<file path="config.mk">
export PLATFORM = sky130hd
export DESIGN_NAME = rate_search_seq
export DESIGN_NICKNAME = d
export VERILOG_FILES = /design/src/rtl/rss_pkg.sv /design/src/rtl/rss_rate_ctr.sv /design/src/rtl/rss_sweep_fsm.sv /design/src/rtl/rss_rate_map.sv /design/src/rtl/rate_search_seq.sv
export SDC_FILE = /design/constraint.sdc
export NUM_CORES = 1
export LEC_CHECK = 0
export BUFFER_PORTS_ARGS = -buffer_cell sky130_fd_sc_hd__buf_4
export CAP_MARGIN = 20
export CORE_ASPECT_RATIO = 0.9
export CORE_MARGIN = 2
export CORE_UTILIZATION = 50
export DETAILED_ROUTE_END_ITERATION = 8
export PLACE_DENSITY = 0.8
export SLEW_MARGIN = 10
export SYNTH_ARGS = -nofsm -noshare
export SYNTH_HDL_FRONTEND = slang
export SYNTH_HIERARCHICAL = 1
export SYNTH_SLANG_ARGS = --single-unit
</file>
<file path="constraint.sdc">
create_clock -name clk -period 1.5 [get_ports clk]
set_input_delay 0.15 -clock clk [delete_from_list [all_inputs] [get_ports clk]]
set_output_delay 0.15 -clock clk [all_outputs]
set_load 0.1 [all_outputs]
</file>
<file path="src/rtl/rss_pkg.sv">
package rss_pkg;
  localparam int RSS_CODE_W = 3;
  localparam int RSS_MOD_W  = 4;

  typedef enum logic [2:0] {
    ST_IDLE = 3'd0,
    ST_HOLD = 3'd1,
    ST_UP   = 3'd2,
    ST_DOWN = 3'd3,
    ST_GAP  = 3'd4,
    ST_LOCK = 3'd5
  } rss_state_e;
endpackage

</file>
<file path="src/rtl/rss_rate_ctr.sv">
module rss_rate_ctr #(
  parameter int CODE_W    = 3,
  parameter int NUM_CODES = 5
) (
  input  logic              clk,
  input  logic              rst_n,
  input  logic              adv,
  output logic [CODE_W-1:0] code
);
  localparam logic [CODE_W-1:0] LAST_CODE = CODE_W'(NUM_CODES - 1);

  logic [CODE_W-1:0] code_q, code_d;

  always_comb begin
    code_d = code_q;
    if (adv) begin
      if (code_q >= LAST_CODE) code_d = '0;
      else                     code_d = code_q + CODE_W'(1);
    end
  end

  always_ff @(posedge clk or negedge rst_n) begin
    if (!rst_n)   code_q <= '0;
    else if (adv) code_q <= code_d;
  end

  assign code = code_q;
endmodule

</file>
<file path="src/rtl/rss_sweep_fsm.sv">
module rss_sweep_fsm
  import rss_pkg::*;
#(
  parameter int SWEEP_LEN = 16
) (
  input  logic       clk,
  input  logic       rst_n,
  input  logic       tick,
  input  logic       lock_i,
  input  logic       data_ok,
  input  logic       halt,
  output rss_state_e state,
  output logic       attempt_end
);
  localparam int SW_W = (SWEEP_LEN > 1) ? $clog2(SWEEP_LEN) : 1;
  localparam logic [SW_W-1:0] SW_LAST = SW_W'(SWEEP_LEN - 1);

  rss_state_e      st_q, st_d;
  logic [SW_W-1:0] sw_q, sw_d;
  logic            en;

  always_comb begin
    st_d = st_q;
    sw_d = sw_q;
    if (halt) begin
      st_d = ST_IDLE;
    end else if (!data_ok) begin
      st_d = ST_HOLD;
    end else if (tick) begin
      case (st_q)
        ST_IDLE, ST_HOLD: begin
          st_d = ST_UP;
          sw_d = '0;
        end
        ST_UP: begin
          if (lock_i) st_d = ST_LOCK;
          else if (sw_q == SW_LAST) begin
            st_d = ST_DOWN;
            sw_d = '0;
          end else sw_d = sw_q + SW_W'(1);
        end
        ST_DOWN: begin
          if (lock_i) st_d = ST_LOCK;
          else if (sw_q == SW_LAST) st_d = ST_GAP;
          else sw_d = sw_q + SW_W'(1);
        end
        ST_GAP: begin
          st_d = ST_UP;
          sw_d = '0;
        end
        ST_LOCK: begin
          if (!lock_i) begin
            st_d = ST_UP;
            sw_d = '0;
          end
        end
        default: st_d = ST_IDLE;
      endcase
    end
  end

  assign en = halt || !data_ok || tick;

  always_ff @(posedge clk or negedge rst_n) begin
    if (!rst_n) begin
      st_q <= ST_UP;
      sw_q <= '0;
    end else if (en) begin
      st_q <= st_d;
      sw_q <= sw_d;
    end
  end

  assign state       = st_q;
  assign attempt_end = tick && data_ok && !halt && (st_q == ST_GAP);
endmodule

</file>
<file path="src/rtl/rss_rate_map.sv">
module rss_rate_map #(
  parameter int CODE_W = 3,
  parameter int MOD_W  = 4
) (
  input  logic              std_sel,
  input  logic              manual,
  input  logic [CODE_W-1:0] code,
  output logic [MOD_W-1:0]  div_mod,
  output logic              band_low
);
  always_comb begin
    case (code)
      CODE_W'(0): div_mod = MOD_W'(4);
      CODE_W'(1): div_mod = std_sel ? MOD_W'(2) : MOD_W'(4);
      CODE_W'(2): div_mod = MOD_W'(2);
      CODE_W'(3): div_mod = std_sel ? MOD_W'(1) : MOD_W'(2);
      CODE_W'(4): div_mod = MOD_W'(1);
      CODE_W'(5): div_mod = !manual ? '0 : (std_sel ? MOD_W'(8) : MOD_W'(1));
      CODE_W'(6): div_mod = manual ? MOD_W'(8) : '0;
      default:    div_mod = '0;
    endcase
  end

  assign band_low = std_sel && code[0] && (div_mod != '0);
endmodule

</file>
<file path="src/rtl/rate_search_seq.sv">
module rate_search_seq
  import rss_pkg::*;
#(
  parameter int SWEEP_LEN = 16,
  parameter int NUM_CODES = 5
) (
  input  logic                  clk,
  input  logic                  rst_n,
  input  logic                  tick,
  input  logic                  lock_i,
  input  logic                  data_ok,
  input  logic                  auto_mode,
  input  logic                  std_sel,
  input  logic [RSS_CODE_W-1:0] man_code,
  output logic [RSS_MOD_W-1:0]  div_mod,
  output logic                  band_low,
  output logic                  sweep_on,
  output logic                  sweep_up,
  output logic                  cycle_end,
  output logic [RSS_CODE_W-1:0] rate_code
);
  localparam logic [RSS_CODE_W-1:0] BAD_CODE = '1;

  logic                  rst_m, rst_sync_n;
  logic                  bad_man, att_end, adv;
  logic [RSS_CODE_W-1:0] auto_code;
  rss_state_e            st;

  always_ff @(posedge clk or negedge rst_n) begin
    if (!rst_n) begin
      rst_m      <= 1'b0;
      rst_sync_n <= 1'b0;
    end else begin
      rst_m      <= 1'b1;
      rst_sync_n <= rst_m;
    end
  end

  assign bad_man = !auto_mode && (man_code == BAD_CODE);
  assign adv     = att_end && auto_mode;

  rss_rate_ctr #(.CODE_W(RSS_CODE_W), .NUM_CODES(NUM_CODES)) u_ctr (
    .clk   (clk),
    .rst_n (rst_sync_n),
    .adv   (adv),
    .code  (auto_code)
  );

  rss_sweep_fsm #(.SWEEP_LEN(SWEEP_LEN)) u_fsm (
    .clk         (clk),
    .rst_n       (rst_sync_n),
    .tick        (tick),
    .lock_i      (lock_i),
    .data_ok     (data_ok),
    .halt        (bad_man),
    .state       (st),
    .attempt_end (att_end)
  );

  assign rate_code = auto_mode ? auto_code : man_code;

  rss_rate_map #(.CODE_W(RSS_CODE_W), .MOD_W(RSS_MOD_W)) u_map (
    .std_sel  (std_sel),
    .manual   (!auto_mode),
    .code     (rate_code),
    .div_mod  (div_mod),
    .band_low (band_low)
  );

  assign sweep_on  = (st == ST_UP) || (st == ST_DOWN);
  assign sweep_up  = (st == ST_UP);
  assign cycle_end = att_end;
endmodule

</file>
==> results.py, run 1 <==
metrics = {
    "outcome": {
        "status": "did not finish",
        "haltStage": "global routing (5_1_grt)",
        "error": "[ERROR DPL-0038] Utilization greater than 100%, impossible to legalize",
    },
    "logic_synthesis": {
        "synth.most_common_cell": "dfrtp_1",
        "synth_ff_type": "dfrtp_1",
        "synth_top_family_by_area": "compound AO/OA/AOI/OAI gates",
        "ys_seq_elements": 12,
        "muxShareOfSynthArea": 0.0805,
        "synth_cell_types": 39,
        "synth_compound_area_frac": 0.218,
        "syn-instance-count": 86,
        "synth-adder-area-share": 0.0464,
        "syn-num-nets": 99,
        "yosys.area_share.simple": 0.215,
        "synth_area_per_cell_um2": 9.40,
        "synth_commonest_cells": "dfrtp_1 (11), nand2_1 (8), inv_1 (6), o21ai_0 (6), nor2b_1 (5)",
        "ys_top_cells_by_area": "dfrtp_1 (34%), mux2_2 (5.6%), ha_1 (4.6%), nor2b_1 (3.9%), o21ai_0 (3.7%)",
        "synth_top_area_share": 0.341,
        "synth_edf_count": 0,
        "seq_area_frac_synth": 0.373,
        "ys_async_sr_fraction": 1.00,
        "syn_area_um2": 808,
        "yosysWarnings": 6,
        "synth_xor_area_frac": 0.0108,
        "synth_top_area_cell": "dfrtp_1",
    },
    "placed_design": {
        "dpl.hpwl_um": 1670,
        "place_congestion": 0.817,
        "place_ws_ns": -0.114,
        "dp.cells": 145,
        "io_buffers": 20,
    },
    "floorplanning": {
        "initial_core_util": 0.546,
        "pin_count": 21,
        "die_w_um": 46.4,
        "rows": 13,
        "die_h_um": 42.1,
    },
    "timing": {
        "worstEndpointType": "top-level output",
        "grt_worst_setup_endpoint": "div_mod[3]",
    },
    "global_routing": {
        "grt_max_degree": 11,
    },
    "clock_network": {
        "root_buffer": "clkbuf_4",
        "cts_sinks": 12,
        "cts_buffers": 3,
        "cts_buffer_depth": 2,
        "htree_levels": 1,
    },
}
kinds of logic after synthesis:
kind of cell	after synthesis
AO/OA/AOI/OAI	24
XOR/XNOR	1
flip-flops	12
adder cells (fa/ha/maj)	3
multiplexers	6
AND/OR/NAND/NOR	30
buffers and inverters	9
other	1
stage by stage:
| step | hold WS, ns | cell area [µm²] | util |
|---|---|---|---|
| 4_1_cts | 0.168 | 1410 | 0.949 |
| 3_5_place_dp | -0.0664 | 1220 | 0.824 |
| 3_3_place_gp | -0.0676 | 1220 | 0.824 |
| 2_1_floorplan | -0.146 | 925 | - |
repair_timing:
| item | in CTS |
|---|---|
| resized for setup | 23 |
| pin swaps | 8 |
| setup endpoints to repair | 12 |
| hold buffers | 1 |
| setup buffers | 6 |
| hold endpoints to repair | 2 |
==> inputs of run 2 (changes only) <==
--- a/config.mk
+++ b/config.mk
@@ -7,11 +7,10 @@
 export LEC_CHECK = 0
 export BUFFER_PORTS_ARGS = -buffer_cell sky130_fd_sc_hd__buf_4
 export CAP_MARGIN = 20
-export CORE_ASPECT_RATIO = 0.9
-export CORE_MARGIN = 2
-export CORE_UTILIZATION = 50
+export CORE_AREA = 2 2 63 65
 export DETAILED_ROUTE_END_ITERATION = 8
-export PLACE_DENSITY = 0.8
+export DIE_AREA = 0 0 65 67
+export PLACE_DENSITY_LB_ADDON = 0.15
 export SLEW_MARGIN = 10
 export SYNTH_ARGS = -nofsm -noshare
 export SYNTH_HDL_FRONTEND = slang
==> run 2 against run 1 <==
  * The flow now finishes, with violations (negative setup slack)
  * Synthesized cell count unchanged
  * Area after synthesis unchanged
==> results.py, run 2 <==
metrics = {
    "finish": {
        "layout_common_cells": "buf_4 (33), dfrtp_1 (10), buf_6 (8), buf_12 (7), nand2_1 (7)",
        "fillCellCount": 364,
        "areaGrowthSynthToFinish_pct": 88.9,
        "antenna_cells": 0,
        "fin_nets": 151,
        "final_common_cell": "buf_4",
        "stdcell_count": 185,
        "top_register": "u_fsm/sw_q",
        "largest_register_ffs": 4,
        "drive_gt1_frac": 0.577,
        "postLayoutCoreUtil": 0.423,
    },
    "floorplanning": {
        "die_w_um": 65,
        "pin_count": 21,
        "rows": 22,
        "die_h_um": 67,
        "initial_core_util": 0.224,
        "dieArea_um2": 4360,
        "core-area_um2": 3610,
    },
    "logic_synthesis": {
        "synth_commonest_cells": "dfrtp_1 (11), nand2_1 (8), inv_1 (6), o21ai_0 (6), nor2b_1 (5)",
        "ys_seq_elements": 12,
        "synth.most_common_cell": "dfrtp_1",
        "synth_top_area_share": 0.341,
        "synth_area_per_cell_um2": 9.40,
        "synth_cell_types": 39,
        "syn_area_um2": 808,
        "ys_top_cells_by_area": "dfrtp_1 (34%), mux2_2 (5.6%), ha_1 (4.6%), nor2b_1 (3.9%), o21ai_0 (3.7%)",
        "synth_ff_type": "dfrtp_1",
        "syn-instance-count": 86,
        "ys_async_sr_fraction": 1.00,
        "synth_edf_count": 0,
        "seq_area_frac_synth": 0.373,
        "synth_top_area_cell": "dfrtp_1",
        "syn-num-nets": 99,
        "yosysWarnings": 6,
    },
    "timing": {
        "fin_ws_ns": -0.163,
        "final_max_slew_viol_count": 0,
        "setup_viol": 8,
        "finalHoldViolations": 0,
        "fmax_mhz": 601,
        "finalClockSkew_ns": 0.00416,
        "tns_ns": -0.960,
        "fin_crit_ns": 1.66,
        "fin_crit_sh": 1.11,
        "grt_setup_unrepaired": "yes",
    },
    "detailed_routing": {
        "drtIter0Drc": 24,
        "wirelength_um": 2130,
        "avgRoutedWirePerCell_um": 11.5,
        "vias_per_cell": 4.45,
        "drc": 0,
        "ant_nets": 0,
        "dr_total_vias": 823,
        "drt_pre_antenna_iters": 5,
    },
    "worst_setup_path": {
        "r2r_cells": 4,
        "worstPathMaxFanout": 3,
        "r2r_end": "u_fsm/sw_q[0]$_DFFE_PN0P_",
        "regToRegSetupSlack_ns": -0.10,
        "crit_path_end_kind": "output pin",
        "crit_chain": "mux2_4 -> inv_4 -> mux2i_1 -> and3_4 -> buf_12",
        "critical_path_class": "register to output pin",
        "worstPathRequired_ns": 1.35,
        "worst-endpoint-arrival_ns": 1.51,
        "slowest_stage": "dfrtp_1",
        "cp-start-kind": "register",
        "max_stage_delay_ns": 0.38,
        "cpLargestDelayFamily": "multiplexers",
        "r2r_start": "u_fsm/sw_q[1]$_DFFE_PN0P_",
        "critPathBufInv": 2,
    },
    "clock_network": {
        "cts_sinks": 12,
        "htree_levels": 1,
        "cts.clk_slew.worst_paths_ns": 0.05,
        "cts_buffer_depth": 2,
        "root_buffer": "clkbuf_8",
        "clock_latency_ns": 0.24,
        "cts_buffers": 3,
        "cts_tree": "yes",
    },
    "power": {
        "max-vdd-ir-drop_v": 0.000395,
        "total_power_w": 0.00135,
        "p_per_area_nw_per_um2": 883,
        "leakage_nw": 0.720,
    },
    "outcome": {
        "violations": "negative setup slack",
        "status": "complete, but fails checks",
    },
    "global_routing": {
        "busiest_layer": "met2",
        "grt_pass1_vias": 859,
        "antenna_found_initial": 0,
        "grt_use_met2": 0.204,
        "grt_pass1_wl_um": 3690,
        "grt_overflow": 0,
        "met1_usage": 0.123,
        "grtUsageMet3": 0.0220,
        "grt_util_all_layers": 0.110,
        "grt_max_degree": 11,
    },
    "flow_run": {
        "maxCapViolCount": 0,
    },
    "placed_design": {
        "place_ws_ns": -0.183,
        "io_buffers": 20,
        "dpl.hpwl_um": 1620,
        "dp.cells": 172,
        "place_congestion": 0.801,
    },
    "worst_hold_path": {
        "hp-class": "register to asynchronous set/reset pin",
    },
}
-- run 2: cell counts after synthesis --
No cell type changed its count.
-- run 2: worst register-to-register path, delay by kind of cell, from the launching register on --
family / cells / cell delay (ns)
flops: 1 / 0.38
mux: 1 / 0.28
compound gates: 2 / 0.62
fa+ha+maj: 1 / 0.19
-- run 2: how the worst max path moves through the flow --
stage	startpoint	to	depth (start not counted)
finish	u_ctr/code[1]$_DFFE_PN0P_	div_mod[3]	5
global route	u_ctr/code[1]$_DFFE_PN0P_	div_mod[3]	5
CTS	u_ctr/code[1]$_DFFE_PN0P_	div_mod[3]	5
detailed placement	man_code[2]	u_ctr/code[0]$_DFFE_PN0P_	7
global placement	man_code[2]	u_ctr/code[0]$_DFFE_PN0P_	7
floorplan	u_fsm/state[1]$_DFFE_PN1P_	u_ctr/code[0]$_DFFE_PN0P_	6
-- run 2: per-layer routing --
layer / wire length (µm) / vias up / part of all wire
met5: 0 / - / 0
met2: 1090 / 15 / 0.51
met1: 976 / 395 / 0.46
li1: - / 413 / -
met3: 60 / 0 / 0.028
met4: 0 / 0 / 0
-- run 2: what timing repair did --
item	in CTS	in global routing
buffers inserted	3	5
setup endpoints to repair	12	13
hold buffers	1	0
hold endpoints to repair	2	0
pin swaps	8	4
resized for setup	26	12
-- run 2: area by class of cell --
cell class / instances / area (µm²) / area share
multi-input cells: 65 / 592 / 0.388
well taps: 48 / 60.1 / 0.0393
inverters: 7 / 28.8 / 0.0189
clock buffers: 4 / 55.1 / 0.0361
flip-flops and latches: 12 / 303 / 0.198
repair buffers: 49 / 488 / 0.320
-- run 2: power breakdown --
group	internal, W	switching, W
Clock	0.000231	0.000114
Combinational	0.000266	0.000343
Sequential	0.000362	0.0000313
Total	0.000860	0.000488
-- run 2: kinds of logic (layout without fill, tap and decap cells) --
kind of cell / Yosys count / count (layout) / share of synthesized area
xor+xnor: 1 / 1 / 0.0108
mux: 6 / 6 / 0.0805
other cells: 1 / 1 / 0.00464
simple gates: 30 / 30 / 0.215
fa+ha+maj: 3 / 3 / 0.0464
buf+inv: 9 / 60 / 0.0511
compound gates: 24 / 24 / 0.218
flops: 12 / 12 / 0.373
-- run 2: through the flow --
step           hold WS (ns)  cell area, µm²
5_1_grt               0.228            1530
2_1_floorplan        -0.146             925
3_3_place_gp        -0.0680            1260
4_1_cts               0.183            1450
3_5_place_dp        -0.0668            1260
6_report              0.164            1530
(Power assumes the default switching activity.)
